`src/rtl/burst_gate_pkg.sv`:
```
`timescale 1ns/1ps
package burst_gate_pkg;

  typedef enum logic [1:0] {
    PH_OFF  = 2'd0,
    PH_HIGH = 2'd1,
    PH_LOW  = 2'd2
  } phase_e;

  // strobes from control to datapath
  typedef struct packed {
    logic startPeriod;  // load staged pair, begin high time
    logic enterLow;     // begin low time of active pair
  } ctl_strobe_t;

endpackage

```
`src/rtl/burst_gate_table.sv`:
```
`timescale 1ns/1ps
module burst_gate_table #(
  parameter int IDX_W    = 4,
  parameter int CNT_W    = 8,
  parameter int DEF_HIGH = 3,
  parameter int DEF_LOW  = 5
) (
  input  logic             clk,
  input  logic             rstN,
  input  logic             wrEn,
  input  logic [IDX_W-1:0] wrAddr,
  input  logic [CNT_W-1:0] wrHigh,
  input  logic [CNT_W-1:0] wrLow,
  input  logic [IDX_W-1:0] rdIdx,
  output logic [CNT_W-1:0] rdHigh,
  output logic [CNT_W-1:0] rdLow
);

  localparam int DEPTH = 1 << IDX_W;

  logic [CNT_W-1:0] highMem [DEPTH];
  logic [CNT_W-1:0] lowMem  [DEPTH];
  logic [CNT_W-1:0] wrHighClamped;
  logic [CNT_W-1:0] wrLowClamped;

  // a zero duration is stored as one cycle
  assign wrHighClamped = (wrHigh == '0) ? CNT_W'(1) : wrHigh;
  assign wrLowClamped  = (wrLow  == '0) ? CNT_W'(1) : wrLow;

  for (genvar e = 0; e < DEPTH; e++) begin : g_entry
    always_ff @(posedge clk or negedge rstN) begin
      if (!rstN) begin
        highMem[e] <= CNT_W'(DEF_HIGH);
        lowMem[e]  <= CNT_W'(DEF_LOW);
      end else if (wrEn && (wrAddr == IDX_W'(e))) begin
        highMem[e] <= wrHighClamped;
        lowMem[e]  <= wrLowClamped;
      end
    end
  end

  assign rdHigh = highMem[rdIdx];
  assign rdLow  = lowMem[rdIdx];

endmodule

```
`src/rtl/burst_gate_ctrl.sv`:
```
`timescale 1ns/1ps
module burst_gate_ctrl
  import burst_gate_pkg::*;
(
  input  logic        clk,
  input  logic        rstN,
  input  logic        aboveHi,
  input  logic        belowLo,
  input  logic        cntZero,
  output ctl_strobe_t strobes,
  output logic        offState,
  output logic        gateOut
);

  phase_e state, stateNext;
  logic   stopReq;

  always_comb begin
    stateNext = state;
    strobes   = '0;
    unique case (state)
      PH_OFF: begin
        if (belowLo && !aboveHi) begin
          stateNext           = PH_HIGH;
          strobes.startPeriod = 1'b1;
        end
      end
      PH_HIGH: begin
        if (cntZero) begin
          stateNext        = PH_LOW;
          strobes.enterLow = 1'b1;
        end
      end
      PH_LOW: begin
        if (cntZero) begin
          if (stopReq || aboveHi) begin
            stateNext = PH_OFF;
          end else begin
            stateNext           = PH_HIGH;
            strobes.startPeriod = 1'b1;
          end
        end
      end
      default: stateNext = PH_OFF;
    endcase
  end

  always_ff @(posedge clk or negedge rstN) begin
    if (!rstN) begin
      state   <= PH_OFF;
      stopReq <= 1'b0;
    end else begin
      state <= stateNext;
      if (state == PH_OFF)
        stopReq <= 1'b0;
      else if (aboveHi)
        stopReq <= 1'b1;
    end
  end

  assign offState = (state == PH_OFF);
  assign gateOut  = (state == PH_HIGH);

endmodule

```
`src/rtl/burst_gate_dp.sv`:
```
`timescale 1ns/1ps
module burst_gate_dp
  import burst_gate_pkg::*;
#(
  parameter int CNT_W    = 8,
  parameter int DEF_HIGH = 3,
  parameter int DEF_LOW  = 5
) (
  input  logic             clk,
  input  logic             rstN,
  input  ctl_strobe_t      strobes,
  input  logic             measValid,
  input  logic [CNT_W-1:0] selHigh,
  input  logic [CNT_W-1:0] selLow,
  output logic             cntZero,
  output logic [CNT_W-1:0] curHigh,
  output logic [CNT_W-1:0] curLow
);

  localparam logic [CNT_W-1:0] ONE = CNT_W'(1);

  logic [CNT_W-1:0] stagedHigh;
  logic [CNT_W-1:0] stagedLow;
  logic [CNT_W-1:0] cnt;

  // staged pair: follows the latest measurement
  always_ff @(posedge clk or negedge rstN) begin
    if (!rstN) begin
      stagedHigh <= CNT_W'(DEF_HIGH);
      stagedLow  <= CNT_W'(DEF_LOW);
    end else if (measValid) begin
      stagedHigh <= selHigh;
      stagedLow  <= selLow;
    end
  end

  // active pair: changes only at a period boundary
  always_ff @(posedge clk or negedge rstN) begin
    if (!rstN) begin
      curHigh <= CNT_W'(DEF_HIGH);
      curLow  <= CNT_W'(DEF_LOW);
    end else if (strobes.startPeriod) begin
      curHigh <= stagedHigh;
      curLow  <= stagedLow;
    end
  end

  // down counter over the remaining cycles of the current half-period
  always_ff @(posedge clk or negedge rstN) begin
    if (!rstN)
      cnt <= '0;
    else if (strobes.startPeriod)
      cnt <= stagedHigh - ONE;
    else if (strobes.enterLow)
      cnt <= curLow - ONE;
    else if (cnt != '0)
      cnt <= cnt - ONE;
  end

  assign cntZero = (cnt == '0);

endmodule

```
`src/rtl/burst_gate_gen.sv`:
```
`timescale 1ns/1ps
module burst_gate_gen
  import burst_gate_pkg::*;
#(
  parameter int MEAS_W   = 10,
  parameter int IDX_W    = 4,
  parameter int CNT_W    = 8,
  parameter int DEF_HIGH = 3,
  parameter int DEF_LOW  = 5
) (
  input  logic              clk,
  input  logic              rstN,
  input  logic              aboveHi,
  input  logic              belowLo,
  input  logic [MEAS_W-1:0] measCount,
  input  logic              measValid,
  input  logic              tblWrEn,
  input  logic [IDX_W-1:0]  tblWrAddr,
  input  logic [CNT_W-1:0]  tblWrHigh,
  input  logic [CNT_W-1:0]  tblWrLow,
  output logic              gate
);

  ctl_strobe_t      strobes;
  logic             cntZero;
  logic             offState;
  logic [CNT_W-1:0] selHigh;
  logic [CNT_W-1:0] selLow;
  logic [CNT_W-1:0] curHigh;
  logic [CNT_W-1:0] curLow;

  burst_gate_table #(
    .IDX_W(IDX_W), .CNT_W(CNT_W), .DEF_HIGH(DEF_HIGH), .DEF_LOW(DEF_LOW)
  ) u_table (
    .clk    (clk),
    .rstN   (rstN),
    .wrEn   (tblWrEn),
    .wrAddr (tblWrAddr),
    .wrHigh (tblWrHigh),
    .wrLow  (tblWrLow),
    .rdIdx  (measCount[MEAS_W-1 -: IDX_W]),
    .rdHigh (selHigh),
    .rdLow  (selLow)
  );

  burst_gate_ctrl u_ctrl (
    .clk      (clk),
    .rstN     (rstN),
    .aboveHi  (aboveHi),
    .belowLo  (belowLo),
    .cntZero  (cntZero),
    .strobes  (strobes),
    .offState (offState),
    .gateOut  (gate)
  );

  burst_gate_dp #(
    .CNT_W(CNT_W), .DEF_HIGH(DEF_HIGH), .DEF_LOW(DEF_LOW)
  ) u_dp (
    .clk       (clk),
    .rstN      (rstN),
    .strobes   (strobes),
    .measValid (measValid),
    .selHigh   (selHigh),
    .selLow    (selLow),
    .cntZero   (cntZero),
    .curHigh   (curHigh),
    .curLow    (curLow)
  );

endmodule

```
`config.mk`:
```
export PLATFORM = sky130hd
export DESIGN_NAME = burst_gate_gen
export DESIGN_NICKNAME = d
export VERILOG_FILES = /design/src/rtl/burst_gate_pkg.sv /design/src/rtl/burst_gate_table.sv /design/src/rtl/burst_gate_ctrl.sv /design/src/rtl/burst_gate_dp.sv /design/src/rtl/burst_gate_gen.sv
export SDC_FILE = /design/constraint.sdc
export NUM_CORES = 1
export LEC_CHECK = 0
export CORE_MARGIN = 1
export CORE_UTILIZATION = 56
export DETAILED_ROUTE_END_ITERATION = 7
export PLACE_DENSITY = 0.81
export SLEW_MARGIN = 20
export SYNTH_ARGS = -nofsm -noshare
export SYNTH_HDL_FRONTEND = slang
export SYNTH_HIERARCHICAL = 1
export SYNTH_SLANG_ARGS = --single-unit
```
`constraint.sdc`:
```
create_clock -name clk -period 2.8 [get_ports clk]
set_input_delay 0.7 -clock clk [delete_from_list [all_inputs] [get_ports clk]]
set_output_delay 0.7 -clock clk [all_outputs]
set_load 0.03 [all_outputs]
```
# Yosys cells after proc, flatten, opt, wreduce, memory -nomap -nowiden
# Cells that the tools add are included.
[word_totals]
reg_bits = 291
latchBits = 0
mem_bits_rw = 0
rom_bits = 0
in_bits = 36
out_inout_bits = 1
elab_cells = 115
memories = 0
[op_classes]
addsub = 3
n_mul = 0
div_mod_pow = 0
order_cmp = 1
eq_ne = 20
shifts = 0
muxes = 24
n_bitwise = 1
n_reduce_logical = 28
[ops]
columns = ["op", "n"]
rows = [
  ["$mux 8", 9],
  ["$bmux 8 s4", 2],
  ["$eq 4x4->1 const B", 8],
  ["$logic_not 8->1", 3],
  ["$sub 8x1->8 const B", 3],
  ["$logic_and 1x1->1", 17],
  ["$eq 4x3->1 const B", 4],
  ["$eq 4x2->1 const B", 2],
  ["$mux 1", 8],
  ["$reduce_bool 8->1", 1],
  ["$mux 2", 3],
  ["$pmux 2 s3", 1],
  ["$ge 5x5->1 const B", 1],
  ["$not 4->5", 1],
  ["$eq 4x1->1 const B", 1],
  ["$logic_not 4->1", 1],
  ["$ne 2x1->1 const B", 2],
  ["$reduce_and 3->1", 1],
  ["$reduce_bool 3->1", 1],
  ["$eq 2x1->1 const B", 1],
  ["$eq 2x2->1 const B", 1],
  ["$logic_not 2->1", 1],
  ["$ne 2x2->1 const B", 1],
  ["$pmux 1 s2", 1],
  ["other kinds (3)", 3],
]

# Logic depth before layout (Yosys ltp)
# Gate-level depths: netlist of run 1.
[logic_depth]
word_depth = 5
mapped_depth = 13
depth_no_buf = 11

# By module
# The synthesis of run 1 kept the hierarchy.
[by_module_without_submodules]
columns = ["module", "n_inst", "cells_per_inst", "area_each_um2", "seq_area_each_um2"]
rows = [
  ["burst_gate_table", 1, 717, 11623.6, 6486.2],
  ["burst_gate_dp", 1, 140, 1742.9, 1011.0],
  ["burst_gate_ctrl", 1, 17, 161.4, 75.1],
]

# Worst setup path after synthesis of run 1
# OpenSTA, ideal clock, no wires.
[synth_timing]
path_kind = "flip-flop to flip-flop"
start = "reg u_dp.cnt[7]"
end = "reg u_dp.cnt[7]"
setup_ns = 0.125
arrival_ns = 2.678
t_required_ns = 2.675
path_slack_ns = -0.003
stages_incl_launch_ff = 12
path_buffers = 2
synth_period_minus_slack_ns = 2.803
path_cell_list = "dfrtp_1 or4_1 nor2_1 nand2_1 a2bb2oi_1 nor3_1 buf_2 buf_2 o21a_1 nand4_1 nor3_1 mux2_2"
[synth_lines]
columns = ["element", "line", "rtl"]
rows = [
  ["from (decl)", "burst_gate_dp.sv:24", "logic [CNT_W-1:0] cnt;"],
  ["from (signal assigned)", "burst_gate_dp.sv:53", "cnt <= stagedHigh - ONE;"],
  ["from (signal assigned)", "burst_gate_dp.sv:55", "cnt <= curLow - ONE;"],
  ["from (signal assigned)", "burst_gate_dp.sv:57", "cnt <= cnt - ONE;"],
]

==> results of run 1 <==
## repair_timing
item / 4_1_cts / 5_1_grt
hold buffers: 0 / 0
cloned: 1 / 1
hold endpoints to repair: 0 / 0
pin swaps: 1 / 9
gates resized for setup: 1 / 10
buffers inserted: 1 / 2
endpoints found under the setup margin: 1 / 5
## placed cells by master (no fill, tap or decap), drive strengths merged, types with 5 or more instances in the layout
master / n
a22oi: 32
mux2: 281
nor2: 21
clkdlybuf4s50: 27
o21a: 6
o21ai: 5
mux4: 64
nand2: 30
nor3: 5
clkbuf: 48
dfstp: 70
mux2i: 8
dfrtp: 221
buf: 73
## report_power, final
part / internal, uW / switching [uW]
Combinational: 1560 / 998
Clock: 2430 / 1590
Sequential: 5440 / 563
Total: 9420 / 3150
## critical path, delay by kind of cell (launching register included)
family | cells | cell delay (ps)
multiplexers | 1 | 350
AO/OA/AOI/OAI | 2 | 360
flip-flops | 1 | 390
AND/OR/NAND/NOR | 6 | 1270
buffers and inverters | 2 | 280
## sequential cells by signal (all words and copies together), names as in the netlist
signal           count
u_dp/curLow          8
u_dp/stagedLow       8
u_ctrl/stopReq       1
u_table/lowMem     128
u_dp/stagedHigh      8
u_dp/cnt             8
u_ctrl/state         2
u_table/highMem    128
## final timing paths
kind | slack, ps | end | start
max | 50 | u_dp/cnt[7] | u_dp/cnt[3]
min | 160 | u_table/lowMem[27] | rstN
max reg2reg | 50 | u_dp/cnt[7] | u_dp/cnt[3]
min reg2reg | 500 | u_table/lowMem[107] | u_table/lowMem[107]
max in group asynchronous | 1840 | u_dp/stagedHigh[1] | rstN
min in group clk | 500 | u_table/lowMem[107] | u_table/lowMem[107]
## metal layers
layer	global-route usage	wire [microns]	vias up	part of all wire
li1	-	-	3301	-
met1	0.362	12700	4022	0.43
met2	0.428	14800	148	0.51
met3	0.0289	1230	45	0.042
met4	0.0808	598	0	0.020
met5	0	0	-	0
## through the flow
stage	cells	instance area (sq um)	setup TNS, ps	hold WS (ps)	power [uW]
after floorplan	850	13300	0	404	7690
after global placement	1193	14300	-583	476	8330
after detailed placement	1193	14300	-945	488	8500
after CTS	1249	15300	0	170	12600
after global routing	1252	15400	-80.6	201	13200
final	1252	15400	0	165	12600
## cell type report
class	instances	area, sq um
multi-input cells	491	5600
clock inverters	7	121
fillers	1563	7480
well taps	313	392
inverters	2	7.51
flip-flops and latches	291	7370
clock buffers	47	885
repair buffers	101	1060
==> results_dict.tcl, run 1 <==
set metrics [dict create \
    n_antenna_cell 0 \
    grt_util_all_layers 0.259 \
    p_per_area_nw_per_um2 815 \
    grt_pass1_wl_microns 47300 \
    core-area_sq_um 22900 \
    fmax_mhz 364 \
    syn_to_final_growth_pct 16.4 \
    crit_top_cell "nor3_2" \
    vias_per_cell 6.00 \
    grt_max_degree 83 \
    dieArea_sq_um 24300 \
    port-buffer-count 30 \
    dp_hpwl_microns 18600 \
    start_util 0.578 \
    slew_violations 0 \
    drt_iter0_drc 414 \
    worst_pin_slew_ps 1150 \
    ir_worst_vdd_v 0.000585 \
    fin_nets 954 \
    ys_warn_count 6 \
    rows 55 \
    io_pins 37 \
    min_period_ps 2750 \
    num_vias 7516 \
    antenna_found_initial 0 \
    r2r_cells 11 \
    slew_headroom 0.234 \
    min_period_over_period 0.981 \
    wl_per_cell_microns 23.4 \
    worstSetupStartpointType "flop" \
    firstDrtPassIters 4 \
    clock_skew_ps 11.5 \
    crit_chain "or4_4 > nor2_4 > nand2_1 > a2bb2oi_2 > nor3_2 > buf_6 > buf_12 > o21a_1 > nand4_1 > nor3_2 > mux2_2" \
    clk_pin_slew_ps 60 \
    crit_type "flop to flop" \
    grt_pass1_vias 8202 \
    drive_gt1_frac 0.594 \
    crit_slowest_cell "or4_4" \
    cts_tree "done" \
    hold_viol 0 \
    syn-num-nets 887 \
    clock_latency_ps 550 \
    cp.required_ps 3230 \
    detail-route-antenna-nets 0 \
    dp_slack_ps -127 \
    critPathMaxFanout 6 \
    die-height_microns 156 \
    overflow 0 \
    dieWidth_microns 156 \
    crit_arrival_ps 3180 \
    setup_ws_ps 53.9 \
    slowest_delay_ps 560 \
    leakagePower_uw 0.00644 \
    numClockSinks 291 \
    drc_errors 0 \
    hold_class "input port to asynchronous set/reset pin" \
    clockBufferDepth 3 \
    setup_viol 0 \
    cts-buffers-inserted 30 \
    status "finished clean" \
    syn_area_per_cell_sq_um 15.6 \
    gp_congestion 0.861 \
    end_kind "flop" \
    synthesis.area_sq_um 13300 \
    totalWireLength_microns 29300 \
    htree_levels 1 \
    utilization 0.673 \
    drv_cap 0 \
    synthCells 850 \
    clock-root-buffer "clkbuf_16" \
]
No activity file was read; power rests on OpenSTA's default activity.
==> run 2: changes to the inputs <==
- ABC_CLOCK_PERIOD_IN_PS: unset -> 2800
- CAP_MARGIN: unset -> 10
==> results of run 2 <==
No change in the layout: final DEF, timing and power equal those of run 1.
==> run 3: changes to the inputs <==
- SYNTH_HIERARCHICAL: 1 -> unset
==> run 3 against run 2 <==
  * Hold slack got worse by 28 ps
  * Routed wire length increased by 2.2%
  * Final cell count up 4.3%
  * Combinational power is 2% lower
  * Clock power is 3% lower
  * Cell area decreased by 0.79%
  * First-iteration DRC count increased by 13%
  * Clock skew fell by 5.6 ps
  * Clock-buffer cell count grew 2
  * Largest power group unchanged
==> results_dict.tcl, run 3 <==
set metrics [dict create \
    status "finished clean" \
    synthTopCellsByCount "248 x mux2_2, 221 x dfrtp_1, 70 x dfstp_2" \
    cts_tree "done" \
    grt_max_degree 78 \
    layout_common_cells "248 x mux2_2, 221 x dfrtp_1, 70 x dfstp_2" \
    synth_edf_count 0 \
    ff2ff_setup_slack_ps 210 \
    crit_type "flop to primary output" \
    ys_warn_count 0 \
    totalWireLength_microns 30000 \
    cts-buffers-inserted 30 \
    end_kind "primary output" \
    slew_violations 0 \
    num_vias 8004 \
    io_pins 37 \
    worstSetupStartpointType "flop" \
    syn-num-nets 939 \
    dieArea_sq_um 24200 \
    p_per_area_nw_per_um2 813 \
    syn_to_final_growth_pct 16.0 \
    seq_area_frac_synth 0.558 \
    vias_per_cell 6.13 \
    synth_seq_cells 291 \
    yosys.cell_types.count 45 \
    clock-root-buffer "clkbuf_16" \
    worst_pin_slew_ps 771 \
    detail-route-antenna-nets 0 \
    gp_congestion 0.899 \
    ys.flop_type "dfrtp_1" \
    synthesis.area_sq_um 13200 \
    port-buffer-count 30 \
    setup_viol 0 \
    synth.top_cell.area_share 0.419 \
    synth.most_common_cell "mux2_2" \
    layout_commonest_cell "mux2_2" \
    reg_top3 "u_table.highMem (128), u_table.lowMem (128)" \
    hold_class "input port to asynchronous set/reset pin" \
    fmax_mhz 384 \
    synthCells 902 \
    drv_cap 0 \
    hold_viol 0 \
    dieWidth_microns 156 \
    fin_nets 1006 \
    wl_per_cell_microns 23.0 \
    async_reset_ff_frac 1.00 \
    leakagePower_uw 0.00642 \
    drc_errors 0 \
    synth-xor-area-share 0.00531 \
    critPathMaxFanout 7 \
    muxShareOfSynthArea 0.323 \
    fill_cells 1609 \
    synthSimpleGateAreaFrac 0.0461 \
    die-height_microns 156 \
    register_area_sq_um 7370 \
    dp_hpwl_microns 19100 \
    synth_area_leader_cell "dfrtp_1" \
    clock_latency_ps 550 \
    ir_worst_vdd_v 0.000628 \
    htree_levels 1 \
    slew_headroom 0.482 \
    grt_pass1_wl_microns 48500 \
    drt_iter0_drc 466 \
    p_total_uw 12500 \
    clock_skew_ps 5.92 \
    syn_area_per_cell_sq_um 14.6 \
    cp.required_ps 2100 \
    core-area_sq_um 22800 \
    clockBufferDepth 3 \
    drive_gt1_frac 0.523 \
    grt_pass1_vias 8603 \
    clk_pin_slew_ps 60 \
    antenna_found_initial 0 \
    multiInputGateArea_sq_um 5590 \
    overflow 0 \
    synth_compound_area_frac 0.0462 \
    min_period_ps 2600 \
    rsz0062_at_grt "false" \
    crit_arrival_ps 1900 \
    n_antenna_cell 0 \
    grt_util_all_layers 0.264 \
    start_util 0.578 \
    synth-adder-area-share 0.000948 \
    numClockSinks 291 \
    utilization 0.670 \
    rows 55 \
    firstDrtPassIters 5 \
    synth_top_family_by_area "multiplexers" \
    min_period_over_period 0.930 \
    synth_area_leaders "dfrtp_1 42%, mux2_2 21%, dfstp_2 14%" \
]
==> run 3: routing by layer <==
| metal | global-route usage | vias up | part of all wire |
|---|---|---|---|
| li1 | - | 3471 | - |
| met1 | 0.354 | 4283 | 0.42 |
| met2 | 0.449 | 189 | 0.52 |
| met3 | 0.0318 | 61 | 0.042 |
| met4 | 0.0901 | 0 | 0.024 |
| met5 | 0 | - | 0 |
==> run 3: final timing paths <==
kind / startpoint / cells past startpoint / endpoint
max reg2reg: u_dp.cnt[1] / 11 / u_dp.cnt[4]
min: rstN / 1 / u_table.highMem[26]
max in group asynchronous: rstN / 2 / u_table.lowMem[66]
max: u_ctrl.state[1] / 3 / gate
min in group clk: u_table.lowMem[56] / 2 / u_table.lowMem[56]
min reg2reg: u_table.lowMem[56] / 2 / u_table.lowMem[56]
==> run 3: through the flow <==
| step | hold slack, ps | worst slack [ps] | cell area [sq um] | TNS, ps | instances |
|---|---|---|---|---|---|
| 3_3_place_gp | 465 | -326 | 14300 | -848 | 1250 |
| 5_1_grt | 185 | 112 | 15300 | 0 | 1306 |
| 6_report | 137 | 197 | 15300 | 0 | 1306 |
| 3_5_place_dp | 472 | -341 | 14300 | -1010 | 1250 |
| 4_1_cts | 151 | 196 | 15300 | 0 | 1306 |
| 2_1_floorplan | 404 | 14.6 | 13200 | 0 | 902 |
==> run 3: worst max-delay path, stage by stage (launching register included) <==
cell           delay [ps]
dfrtp_1               410
nand2b_1              310
inv_1                 210
dlygate4sd2_1         420
==> run 3: final cells by class <==
type | instances | share of cell area
sequential | 291 | 0.481
multi-input combinational | 546 | 0.365
timing repair buffer | 99 | 0.0646
clock buffer | 49 | 0.0590
tap | 313 | 0.0256
clock inverter | 7 | 0.00409
inverter | 1 | 0.000245
==> run 3: timing repair <==
item,4_1_cts,5_1_grt
resized for setup,1,0
setup endpoints to repair,1,0
setup buffers,0,0
hold buffers,0,0
==> run 3: logic make-up after synthesis <==
kind of cell    after synthesis
compound gates               95
fa+ha+maj                     1
mux                         315
buf+inv                      65
simple gates                127
xor+xnor                      8
flops                       291
==> run 3: power by group <==
part | leakage (uW) | total [uW] | switching, uW | internal (uW)
Sequential | 0.00345 | 6070 | 637 | 5430
Combinational | 0.00250 | 2510 | 1030 | 1480
Clock | 0.000473 | 3880 | 1600 | 2280
Total | 0.00642 | 12500 | 3260 | 9190
